$ cat src/rtl/epd_seq_pkg.sv
package epd_seq_pkg;

  typedef enum logic [2:0] {
    ST_POR,
    ST_WAIT,
    ST_LOAD,
    ST_SEND,
    ST_FLUSH,
    ST_DONE
  } seq_state_e;

  typedef enum logic [1:0] {
    PH_PRE,
    PH_FRAME,
    PH_POST
  } seq_phase_e;

  localparam int PRE_LEN  = 13;
  localparam int POST_LEN = 3;

  // supplies on, x window, y window, waveform bytes
  localparam logic [7:0] PRE_BYTE [PRE_LEN] = '{
    8'h01, 8'h03, 8'h00, 8'h04, 8'h44, 8'h00, 8'h18,
    8'h45, 8'h00, 8'hC7, 8'h32, 8'hA5, 8'h5A
  };
  localparam logic PRE_IS_DATA [PRE_LEN] = '{
    1'b0, 1'b1, 1'b1, 1'b0, 1'b0, 1'b1, 1'b1,
    1'b0, 1'b1, 1'b1, 1'b0, 1'b1, 1'b1
  };

  // last entry triggers the panel redraw
  localparam logic [7:0] POST_BYTE [POST_LEN] = '{8'h22, 8'hC7, 8'h20};
  localparam logic POST_IS_DATA [POST_LEN] = '{1'b0, 1'b1, 1'b0};

endpackage

$ cat src/rtl/epd_por_timer.sv
module epd_por_timer #(
  parameter int CYCLES = 500000
) (
  input  logic clk_i,
  input  logic rst_ni,
  output logic expired_o
);

  localparam int CW = $clog2(CYCLES + 1);

  logic [CW-1:0] cnt_q;

  always_ff @(posedge clk_i or negedge rst_ni) begin
    if (!rst_ni) begin
      cnt_q     <= '0;
      expired_o <= 1'b0;
    end else if (!expired_o) begin
      if (cnt_q == CW'(CYCLES - 1)) expired_o <= 1'b1;
      else                          cnt_q     <= cnt_q + 1'b1;
    end
  end

endmodule

$ cat src/rtl/epd_cfg_rom.sv
module epd_cfg_rom
  import epd_seq_pkg::*;
#(
  parameter int IDX_W = 8
) (
  input  logic             post_i,
  input  logic [IDX_W-1:0] idx_i,
  output logic [7:0]       byte_o,
  output logic             data_o
);

  localparam int PW = $clog2(PRE_LEN);
  localparam int QW = $clog2(POST_LEN);

  always_comb begin
    byte_o = '0;
    data_o = 1'b0;
    if (post_i) begin
      if (int'(idx_i) < POST_LEN) begin
        byte_o = POST_BYTE[idx_i[QW-1:0]];
        data_o = POST_IS_DATA[idx_i[QW-1:0]];
      end
    end else if (int'(idx_i) < PRE_LEN) begin
      byte_o = PRE_BYTE[idx_i[PW-1:0]];
      data_o = PRE_IS_DATA[idx_i[PW-1:0]];
    end
  end

endmodule

$ cat src/rtl/epaper_refresh_seq.sv
module epaper_refresh_seq
  import epd_seq_pkg::*;
#(
  parameter int CLK_HZ      = 50_000_000,
  parameter int RST_US      = 10_000,
  parameter int FRAME_BYTES = 5000,
  parameter int ADDR_W      = $clog2(FRAME_BYTES)
) (
  input  logic              clk_i,
  input  logic              rst_ni,
  input  logic              update_i,
  input  logic              busy_i,
  output logic              panel_rst_no,
  output logic              tx_valid_o,
  input  logic              tx_ready_i,
  output logic [7:0]        tx_data_o,
  output logic              tx_dc_o,
  output logic [ADDR_W-1:0] ram_addr_o,
  input  logic [7:0]        ram_data_i,
  output logic              done_o
);

  localparam int RST_CYC = CLK_HZ / 1_000_000 * RST_US;

  seq_state_e        state_q;
  seq_phase_e        phase_q;
  logic [ADDR_W-1:0] idx_q;
  logic              por_done;
  logic [7:0]        rom_byte;
  logic              rom_data;
  logic              last_idx;

  epd_por_timer #(.CYCLES(RST_CYC)) u_por (
    .clk_i     (clk_i),
    .rst_ni    (rst_ni),
    .expired_o (por_done)
  );

  epd_cfg_rom #(.IDX_W(ADDR_W)) u_rom (
    .post_i (phase_q == PH_POST),
    .idx_i  (idx_q),
    .byte_o (rom_byte),
    .data_o (rom_data)
  );

  always_comb begin
    unique case (phase_q)
      PH_PRE:   last_idx = (idx_q == ADDR_W'(PRE_LEN - 1));
      PH_FRAME: last_idx = (idx_q == ADDR_W'(FRAME_BYTES - 1));
      default:  last_idx = (idx_q == ADDR_W'(POST_LEN - 1));
    endcase
  end

  always_ff @(posedge clk_i or negedge rst_ni) begin
    if (!rst_ni) begin
      state_q    <= ST_POR;
      phase_q    <= PH_PRE;
      idx_q      <= '0;
      tx_valid_o <= 1'b0;
      tx_data_o  <= '0;
      tx_dc_o    <= 1'b0;
    end else begin
      unique case (state_q)
        ST_POR:   if (por_done) state_q <= ST_WAIT;
        ST_WAIT:  if (!busy_i) state_q <= ST_LOAD;
        // address has been stable a full cycle; RAM word is now valid
        ST_LOAD: begin
          tx_data_o  <= (phase_q == PH_FRAME) ? ram_data_i : rom_byte;
          tx_dc_o    <= (phase_q == PH_FRAME) ? 1'b1 : rom_data;
          tx_valid_o <= 1'b1;
          state_q    <= ST_SEND;
        end
        ST_SEND: begin
          if (tx_ready_i) begin
            tx_valid_o <= 1'b0;
            if (last_idx) begin
              idx_q <= '0;
              unique case (phase_q)
                PH_PRE: begin
                  phase_q <= PH_FRAME;
                  state_q <= ST_WAIT;
                end
                PH_FRAME: begin
                  phase_q <= PH_POST;
                  state_q <= ST_WAIT;
                end
                default: state_q <= ST_FLUSH;
              endcase
            end else begin
              idx_q   <= idx_q + 1'b1;
              state_q <= ST_WAIT;
            end
          end
        end
        ST_FLUSH: if (!busy_i) state_q <= ST_DONE;
        ST_DONE: begin
          if (update_i) begin
            phase_q <= PH_PRE;
            idx_q   <= '0;
            state_q <= ST_WAIT;
          end
        end
        default: state_q <= ST_POR;
      endcase
    end
  end

  assign panel_rst_no = por_done;
  assign ram_addr_o   = idx_q;
  assign done_o       = (state_q == ST_DONE);

endmodule

$ cat config.mk
export PLATFORM = sky130hd
export DESIGN_NAME = epaper_refresh_seq
export DESIGN_NICKNAME = d
export VERILOG_FILES = /design/src/rtl/epd_seq_pkg.sv /design/src/rtl/epd_por_timer.sv /design/src/rtl/epd_cfg_rom.sv /design/src/rtl/epaper_refresh_seq.sv
export SDC_FILE = /design/constraint.sdc
export NUM_CORES = 1
export LEC_CHECK = 0
export BUFFER_PORTS_ARGS = -buffer_cell sky130_fd_sc_hd__buf_2
export CORE_MARGIN = 2
export CORE_UTILIZATION = 40
export CTS_CLUSTER_SIZE = 16
export DETAILED_ROUTE_END_ITERATION = 8
export SETUP_SLACK_MARGIN = 0.5
export SLEW_MARGIN = 10
export SYNTH_ARGS = -nofsm -noshare
export SYNTH_HDL_FRONTEND = slang
export SYNTH_SLANG_ARGS = --single-unit
$ cat constraint.sdc
create_clock -name clk_i -period 3.9 [get_ports clk_i]
set_input_delay 0.195 -clock clk_i [delete_from_list [all_inputs] [get_ports clk_i]]
set_output_delay 0.195 -clock clk_i [all_outputs]
set_load 0.02 [all_outputs]
---- Word level (Yosys, flattened, before mapping) ----
Memories as Yosys holds them, arrays and structs flattened.
Cells that the tools add are included.
word-level totals
  memory bits (read-only) ................. 144
  input port bits ......................... 13
  register bits after elaboration ......... 48
  memories kept ........................... 2
  output and inout port bits .............. 25
memory list
  name              words  width  read ports  clocked after Yosys merged registers in  wr ports  RTL line           text
  (name not given)  16     8      1           0                                        0         epd_cfg_rom.sv:24  byte_o = PRE_BYTE[idx_i[PW-1:0]];
  (name not given)  16     1      1           0                                        0         epd_cfg_rom.sv:25  data_o = PRE_IS_DATA[idx_i[PW-1:0]];
cells by class
  eq/ne operators ......................... 18
  reductions and logical operators ........ 10
  bitwise operators ....................... 4
  mux-type cells .......................... 40
  $add $sub $neg .......................... 2
  $lt $le $gt $ge ......................... 4
operator list
  operator               number
  $mux 8                 8
  $mux 13                3
  $pmux 13 s2            1
  $mux 3                 7
  $add 19x1->19 const B  1
  $eq 19x19->1 const B   1
  $pmux 3 s6             1
  $bmux 8 s2             1
  $add 13x1->13 const B  1
  $eq 13x13->1 const B   1
  $eq 13x2->1 const B    1
  $eq 13x4->1 const B    1
  $lt 13x2->1 const B    1
  $lt 13x4->1 const B    1
  $mux 1                 11
  $ne 2x2->1 const B     5
  $reduce_and 5->1       2
  $pmux 2 s2             2
  $eq 3x2->1 const B     2
  $eq 3x3->1 const B     2
  $mux 2                 3
  $ge 5x5->1 const B     1
  $not 4->5              1
  $pmux 1 s2             2
  other kinds (15)       18

---- Longest topological paths before layout ----
Gate-level depths: netlist of the first run.
  word-level depth ........................ 7
  gate-level depth with buffers ........... 7

---- Hierarchy ----
Synthesis of the first run repeated with hierarchy kept, for this count alone.
unflattened totals
  cell total of the unflattened synthesis .. 322
  area, all modules ....................... 3052.9 sq um
by module, submodules not included
  module              instances  area each (sq um)  cells an instance
  epaper_refresh_seq  1          1679.1             188
  epd_por_timer       1          1013.5             85
  epd_cfg_rom         1          360.3              49

---- Least setup slack after synthesis of the first run ----
Ideal clock, no wire load.
  path type ............................... flip-flop to flip-flop
  start ................................... register idx_q[7] (netlist: ram_addr_o[7])
  end ..................................... register idx_q[9] (netlist: ram_addr_o[9])
  arrival ................................. 2.224 ns
  cell stages (with the launch flop) ...... 7
  path buffers ............................ 1
  slack ................................... 1.558 ns
  setup time .............................. 0.118 ns
  cell sequence ........................... dfrtp_1 or4_1 or3_4 a221o_1 buf_6 a31o_1 a21o_1
on the way
  longest elaborated chain between the ends .. 5
  elaborated cells between the ends (all ways) .. 8
ends and longest elaborated chain
  what                                                   RTL line                  text
  start: declaration                                     epaper_refresh_seq.sv:27  logic [ADDR_W-1:0] idx_q;
  start signal: assignment                               epaper_refresh_seq.sv:90  idx_q <= idx_q + 1'b1;
  branches (longest 2 deep; another with $add 13x1->13)  n/a
  $mux 13 (*)                                            epaper_refresh_seq.sv:76  if (last_idx) begin
  $mux 13 (*)                                            epaper_refresh_seq.sv:74  if (tx_ready_i) begin
  $pmux 13 s2 (*)                                        epaper_refresh_seq.sv:63  unique case (state_q)
Every way passes the cells marked *. The select of a mux whose other input is x is not followed.
A chain may end at the register's enable or synchronous reset.

---- Final worst setup path of the first run ----
  start ................................... register idx_q[7] (netlist: ram_addr_o[7])
  end ..................................... register idx_q[7] (netlist: ram_addr_o[7])
The elaborated chain is that of the path after synthesis.

==> results of run 1 <==
stage by stage:
stage | total power [W] | worst slack [ns] | cells
after floorplan | 0.001122 | 1.558 | 294
after global placement | 0.001311 | 1.489 | 397
after detailed placement | 0.001317 | 1.410 | 397
after CTS | 0.001639 | 1.406 | 405
after global routing | 0.001745 | 1.284 | 405
final | 0.001620 | 1.410 | 405
placed cells by master (no fill, tap or decap), types with 4 or more instances in the layout:
cell type	netlist	layout
sky130_fd_sc_hd__o21ai_0	9	9
sky130_fd_sc_hd__o211ai_1	7	7
sky130_fd_sc_hd__or4_1	5	5
sky130_fd_sc_hd__dfrtp_1	48	48
sky130_fd_sc_hd__o22ai_1	4	4
sky130_fd_sc_hd__a21oi_1	7	7
sky130_fd_sc_hd__nand2_1	40	40
sky130_fd_sc_hd__nand3_1	23	23
sky130_fd_sc_hd__xor2_1	10	10
sky130_fd_sc_hd__buf_2	0	37
sky130_fd_sc_hd__and3_1	8	8
sky130_fd_sc_hd__nor2_1	27	27
sky130_fd_sc_hd__o311ai_0	4	4
sky130_fd_sc_hd__inv_1	12	12
sky130_fd_sc_hd__clkbuf_8	0	6
sky130_fd_sc_hd__xnor2_1	9	9
sky130_fd_sc_hd__a31oi_1	5	5
sky130_fd_sc_hd__ha_1	5	5
sky130_fd_sc_hd__nor3_1	8	7
sky130_fd_sc_hd__nand4_1	6	6
cell type report:
cell class,count,area (um^2)
sequential,48,1201
clock inverter,2,13.76
tap,77,96.34
clock buffer,6,82.58
fill,626,3395
inverter,13,48.80
timing repair buffer,38,192.7
multi-input combinational,221,1356
Yosys cell counts, drive strengths merged, types with 2 or more instances:
master  count  share of area, %
a21o        2              0.57
a41oi       2              0.66
dfrtp      48                45
and4        2              0.66
clkbuf     11               1.6
a221oi      4               1.6
or4         5               1.4
nor3b       2              0.57
inv        13               1.8
nor2       27               3.8
ha          5               2.4
o21ai       9               1.7
nand4       6               1.4
xor2       10               3.3
o211ai      7               2.0
nor2b       3              0.71
a211oi      3              0.85
nor4        3              0.94
nand3      23               4.3
a22oi       3              0.85
a21oi       7               1.3
nand2      40               5.7
xnor2       9               3.0
nor3        8               1.5
and3        9               2.2
o22ai       4              0.94
a31o        2              0.66
a31oi       5               1.2
o311ai      4               1.3
or2         2              0.47
final timing paths:
check,slack [ns],cells past startpoint,from,end
max reg2reg,1.41,5,ram_addr_o[7],ram_addr_o[7]
min in group clk_i,0.15,2,update_i,phase_q[1]
max,1.41,5,ram_addr_o[7],ram_addr_o[7]
max in group asynchronous,3.17,1,rst_ni,u_por.expired_o
min reg2reg,0.48,1,u_por.cnt_q[17],u_por.cnt_q[17]
min,0.07,1,rst_ni,tx_data_o[7]
critical path, cell delays in order (launching register included):
cell,delay (ns)
sky130_fd_sc_hd__dfrtp_1,0.47
sky130_fd_sc_hd__or4_1,0.57
sky130_fd_sc_hd__or3_4,0.35
sky130_fd_sc_hd__a221o_1,0.47
sky130_fd_sc_hd__nand2_1,0.29
sky130_fd_sc_hd__o311ai_0,0.19
layer usage:
layer,global-route usage [%],part of all wire (%),wire length (um),up-vias
met4,5.628,1.4,85,0
met5,0,0,0,-
met3,3.016,3.7,219,7
li1,-,-,-,1138
met1,25.85,50,3016,1045
met2,27.49,45,2677,43
cell families (layout without fill, tap and decap cells):
kind of cell / Yosys count / in the layout / synth area share [%]
simple gates: 138 / 138 / 26.21
compound gates: 58 / 58 / 15.70
flops: 48 / 48 / 45.26
buf+inv: 25 / 59 / 3.819
xor+xnor: 19 / 19 / 6.271
fa+ha+maj: 5 / 5 / 2.357
mux: 1 / 1 / 0.3772
power groups by stage:
stage | Clock [W] | Combinational [W] | Sequential (W)
final | 0.000318 | 0.000578 | 0.000724
after detailed placement | 0 | 0.000582 | 0.000735
after global placement | 0 | 0.000576 | 0.000735
after CTS | 0.000332 | 0.000584 | 0.000723
after global routing | 0.000353 | 0.000648 | 0.000744
after floorplan | 0 | 0.000365 | 0.000756
sequential cells by signal, summed over array words and instances (netlist names):
name             flops
tx_dc_o              1
state_q              3
tx_valid_o           1
u_por.expired_o      1
phase_q              2
u_por.cnt_q         19
tx_data_o            8
ram_addr_o          13
==> out/qor.log, run 1 <==
[run_status] outcome finished, final reports clean
[placed_design] Port-buffer cells 37
[power_and_ir_drop] fraction of power consumed by sequential logic 44.7%
[routing] post-route DRC violation count 0
[sta] final-layout worst hold slack 0.07287 ns
[sta] Hold Fails Final Rpt 0
[synth] portion of the post-synthesis area used by sequential elements 45.26%
[layout] share of post-route cells with drive strength above 1 16.77%
[cts] CTS-repair resized insts 0
[routing] average routed wire per standard cell 14.81 um
[power_and_ir_drop] cell internal power dissipation 0.0009460 W
[power_and_ir_drop] part of the power in the clock network 19.6%
[floorplanning] top-level port count 38
[layout] Syn-to-layout area delta 12.73%
[layout] final design instance area without fill 2992 um^2
[power_and_ir_drop] worst supply voltage drop on vdd 0.2859 mV
[synth] yosys synthesis warning count 0
[synth] Avg Inst Size Synth 9.027 um^2
[sta] Setup Total Neg Slack 0 ns
[power_and_ir_drop] switching share of power 41.60%
[power_and_ir_drop] leakage power of the design 1.383 nW
[synth] number of register bits inferred by synthesis 48
[floorplanning] area of the die 7302 um^2
[sta] max-slew violation count 0
[floorplanning] Horiz. Die Dim 85.45 um
[worst_setup_path] Crit. End Element register
[cts] clock tree from TritonCTS done
[cts] maximum level of the CTS H-tree 2
[floorplanning] height of the die 85.45 um
[grt] largest net degree at the start of global routing 49
[sta] worst-margin pin slew 1.044 ns
[sta] final worst path period share 63.85%
[routing] number of detailed-routing iterations run before antenna repair 4
[sta] unrepaired setup endpoints after global routing false
[routing] count of nets left with antenna violations after detail routing 0
[layout] Antenna Cells 0
[grt] via count of the first global-routing pass 2150
[sta] Max Clock Skew 0.009261 ns
[routing] routed vias/inst 5.514
[layout] layout net count 345
[synth] Syn Nets 312
[grt] Overflow after GRT 0
[grt] global-route usage over all layers 17.89%
[grt] global-route wire length before repair 10470 um
[run] number of max-cap violations 0
[routing] drt initial violations 135
[sta] fmax 401.6 MHz
[cts] clock transition time at the flip-flop clock pins of the worst setup and hold paths 0.09 ns
[synth] most frequently used flop master after synthesis sky130_fd_sc_hd__dfrtp_1
[min_path] class of the tightest hold or removal check in -> async
[power_and_ir_drop] switching power total 0.0006740 W
[synth] Synth async-reset ratio 100.0%
[grt] number of antenna violations at the first check in global routing 0
[worst_setup_path] data arrival time at the worst-slack endpoint 2.66 ns
[sta] minimum period implied by the final worst setup slack 2.490 ns
[sta] Slew Limit Headroom 29.42%
[routing] Total Routed Length 5998 um
[cts] CTS Buf Count 5
[synth] area of the mapped netlist 2654 um^2
[floorplanning] FP Rows 29
[synth] number of flops mapped to enable cells by yosys 0
[worst_setup_path] required time reported for the critical path endpoint 4.07 ns
[cts] Post-CTS Setup Inserts 0
[cts] number of sinks driven by the clock tree 48
[power_and_ir_drop] Pwr Density 541.5 nW/um^2
[synth] number of distinct library cells after synthesis 50
[floorplanning] starting density of the core 41.56%
[placed_design] dpl cell area 2895 um^2
[cts] number of buffers on the longest clock path 2
[placed_design] RePlAce Congestion 0.8168
[worst_setup_path] largest fanout of any net on the critical path 9
[floorplanning] floorplan core area 6386 um^2
[power_and_ir_drop] part of the total power dissipated in combinational logic 35.7%
[worst_setup_path] Worst setup SP type register
[cts] library cell used as clock root buffer sky130_fd_sc_hd__clkbuf_8
[placed_design] HPWL after detailed placement 4356 um
[sta] setup-violating endpoint count in the final report 0
[cts] post-cts hold buffer count 0
[worst_setup_path] start-to-end type of the worst setup path reg -> reg
[synth] Syn Inst Count 294
[cts] clock latency at the later pin of the worst-skew pair 0.31 ns
[layout] core utilization of the finished layout 46.85%
[routing] routed vias 2233
No activity file was read; power rests on OpenSTA's default activity.
==> run 2: changes to the inputs <==
==> constraint.sdc (replaced) <==
create_clock -name clk_i -period 2.3 [get_ports clk_i]
set_input_delay 0.115 -clock clk_i [delete_from_list [all_inputs] [get_ports clk_i]]
set_output_delay 0.115 -clock clk_i [all_outputs]
set_load 0.02 [all_outputs]
==> run 2 against run 1 <==
Compared with the run above: non-clock buffer count grew 35; wire length up 13%; global-route usage increased by 1.2 points; worst setup slack worse by 1.4 ns; final cell count is 8.9% higher; sequential share of layout area down 7.5 points; utilization grew 11 points; combinational power is 110% higher; count of clock-buffer cells in the layout stayed put; clock skew fell by 0.0024 ns; first-iteration DRC count shrank 19%; cell area rose by 23%; critical path type unchanged; highest routed layer unchanged.
==> out/qor.log, run 2 (same netlist as run 1, synthesis figures left out) <==
[routing] routed vias/inst 5.624 [+2.0%]
[layout] most frequent cells in the layout 45 x sky130_fd_sc_hd__dfrtp_1, 37 x sky130_fd_sc_hd__buf_2, 36 x sky130_fd_sc_hd__nand2_1
[layout] Syn-to-layout area delta 38.85%
[worst_setup_path] r2r setup slk 0.05 ns [-1.36 ns]
[placed_design] Port-buffer cells 37 [unchanged]
[cts] number of buffers on the longest clock path 2 [unchanged]
[floorplanning] Horiz. Die Dim 85.45 um [unchanged]
[worst_setup_path] data arrival time at the worst-slack endpoint 2.45 ns [-0.21 ns]
[floorplanning] FP Rows 29 [unchanged]
[power_and_ir_drop] leakage power of the design 1.674 nW [+21%]
[floorplanning] area of the die 7302 um^2 [unchanged]
[floorplanning] starting density of the core 41.56% [unchanged]
[worst_setup_path] Crit. End Element register
[grt] global-route usage over all layers 19.05% [+1.2 points]
[sta] worst-margin pin slew 0.6560 ns [-0.3879 ns]
[worst_setup_path] Worst setup SP type register
[layout] share of post-route cells with drive strength above 1 39.29% [+23 points]
[cts] number of sinks driven by the clock tree 48 [unchanged]
[worst_setup_path] largest fanout of any net on the critical path 5 [-4]
[power_and_ir_drop] switching share of power 41.48% [-0.12 points]
[sta] final worst path period share 97.68% [+34 points]
[sta] setup-violating endpoint count in the final report 0 [unchanged]
[placed_design] RePlAce Congestion 0.8452 [+3.5%]
[run_status] outcome finished, final reports clean
[worst_setup_path] Worst Setup SP ram_addr_o[12]
[sta] max-slew violation count 0 [unchanged]
[worst_setup_path] capturing element of the worst setup path ram_addr_o[8]
[sta] Hold Fails Final Rpt 0 [unchanged]
[run] number of max-cap violations 0 [unchanged]
[min_path] Hold Path Depth 2
[power_and_ir_drop] worst supply voltage drop on vdd 0.4809 mV [+68%]
[floorplanning] top-level port count 38 [unchanged]
[grt] largest net degree at the start of global routing 29 [-41%]
[power_and_ir_drop] cell internal power dissipation 0.001766 W [+87%]
[worst_setup_path] Reg-to-Reg Start ram_addr_o[12]
[power_and_ir_drop] part of the power in the clock network 20.6% [+1.0 points]
[worst_setup_path] worst reg2reg path depth 6 [+1]
[grt] Overflow after GRT 0 [unchanged]
[cts] clock latency at the later pin of the worst-skew pair 0.31 ns [about the same]
[routing] post-route DRC violation count 0 [unchanged]
[layout] core utilization of the finished layout 57.70% [+11 points]
[cts] maximum level of the CTS H-tree 2 [unchanged]
[layout] layout net count 381 [+10%]
[floorplanning] height of the die 85.45 um [unchanged]
[routing] Total Routed Length 6773 um [+13%]
[routing] drt initial violations 109 [-19%]
[placed_design] HPWL after detailed placement 4375 um [+0.45%]
[power_and_ir_drop] switching power total 0.001252 W [+86%]
[grt] number of antenna violations at the first check in global routing 0 [unchanged]
[min_path] class of the tightest hold or removal check in -> reg
[layout] most frequent standard cell in the layout excluding fill and tap cells sky130_fd_sc_hd__dfrtp_1
[routing] number of detailed-routing iterations run before antenna repair 4 [unchanged]
[min_path] startpoint of the most critical hold path update_i
[cts] CTS Buf Count 5 [unchanged]
[worst_setup_path] required time reported for the critical path endpoint 2.50 ns [-1.57 ns]
[routing] average routed wire per standard cell 15.36 um [+3.7%]
[layout] Largest register FFs 19 [unchanged]
[power_and_ir_drop] PnR Total Power 0.003017 W [+86%]
[routing] routed vias 2480 [+11%]
[sta] unrepaired setup endpoints after global routing true
[grt] via count of the first global-routing pass 2316 [+7.7%]
[layout] register bank with the most flops u_por.cnt_q
[power_and_ir_drop] fraction of power consumed by sequential logic 39.5% [-5.2 points]
[worst_setup_path] worst reg2reg path endpoint ram_addr_o[8]
[layout] Antenna Cells 0 [unchanged]
[power_and_ir_drop] part of the total power dissipated in combinational logic 39.9% [+4.2 points]
[sta] Max Clock Skew 0.006893 ns [-0.002368 ns]
[cts] clock tree from TritonCTS done
[floorplanning] floorplan core area 6386 um^2 [unchanged]
[grt] global-route wire length before repair 11190 um [+6.9%]
[cts] clock transition time at the flip-flop clock pins of the worst setup and hold paths 0.09 ns [about the same]
[sta] fmax 445.1 MHz [+11%]
[routing] count of nets left with antenna violations after detail routing 0 [unchanged]
[sta] minimum period implied by the final worst setup slack 2.247 ns [-0.2437 ns]
[worst_setup_path] start-to-end type of the worst setup path reg -> reg
[sta] Slew Limit Headroom 56.27% [+27 points]
[power_and_ir_drop] Pwr Density 818.9 nW/um^2 [+51%]
[cts] library cell used as clock root buffer sky130_fd_sc_hd__clkbuf_8
[run 2: critical path, cell delays in order (launching register included)]
cell and delay [ns]:
sky130_fd_sc_hd__dfrtp_2 0.41, sky130_fd_sc_hd__or4_4 0.53, sky130_fd_sc_hd__or3_4 0.35, sky130_fd_sc_hd__a221o_2 0.44
sky130_fd_sc_hd__buf_6 0.15, sky130_fd_sc_hd__a31oi_4 0.17, sky130_fd_sc_hd__o22ai_2 0.10
[run 2: worst min-delay path by stage]
| stage | to | slack [ns] |
|---|---|---|
| after floorplan | phase_q[0] | -0.18 |
| after global placement | tx_data_o[2] | 0.18 |
| after detailed placement | tx_data_o[2] | 0.18 |
| after CTS | phase_q[1] | 0.07 |
| after global routing | phase_q[1] | 0.08 |
| final | phase_q[1] | 0.08 |
[run 2: area by class of cell]
| cell class | count | area, um^2 |
|---|---|---|
| fill | 567 | 2701 |
| multi-input combinational | 222 | 1733 |
| sequential | 48 | 1205 |
| timing repair buffer | 73 | 491.7 |
| tap | 77 | 96.34 |
| clock buffer | 6 | 72.57 |
| inverter | 13 | 51.30 |
| clock inverter | 2 | 35.03 |
[run 2: timing repair]
action                     4_1_cts  5_1_grt
hold buffers                     1        0
hold endpoints to repair        27        0
setup buffers                   14        5
setup endpoints to repair       41       45
pin swaps                       21       29
resized for setup               23       48
cloned                           1        0
[run 2: stage by stage]
stage	cell area, um^2	cells	setup TNS, ns	setup slack, ns	hold WS, ns
2_1_floorplan	2724	294	0	0.05432	-0.1806
3_3_place_gp	3078	412	0	0.08478	0.1772
3_5_place_dp	3078	412	0	0.02917	0.1791
4_1_cts	3422	436	0	0.07069	0.06776
5_1_grt	3685	441	-0.01453	-0.01453	0.08422
6_report	3685	441	0	0.05338	0.07589
[run 2: per-layer routing]
layer	track usage, %	share of wire (%)	up-vias
met2	29.19	46	56
met1	27.88	49	1208
li1	-	-	1210
met3	3.502	4.4	6
met5	0	0	-
met4	4.762	0.90	0
[run 2: power groups by stage]
| stage | combinational (W) | sequential, W | clock, W |
|---|---|---|---|
| after floorplan | 0.000628 | 0.00128 | 0 |
| final | 0.00120 | 0.00119 | 0.000622 |
| after global routing | 0.00133 | 0.00123 | 0.000675 |
| after detailed placement | 0.00110 | 0.00120 | 0 |
| after CTS | 0.00113 | 0.00119 | 0.000641 |
| after global placement | 0.00109 | 0.00119 | 0 |
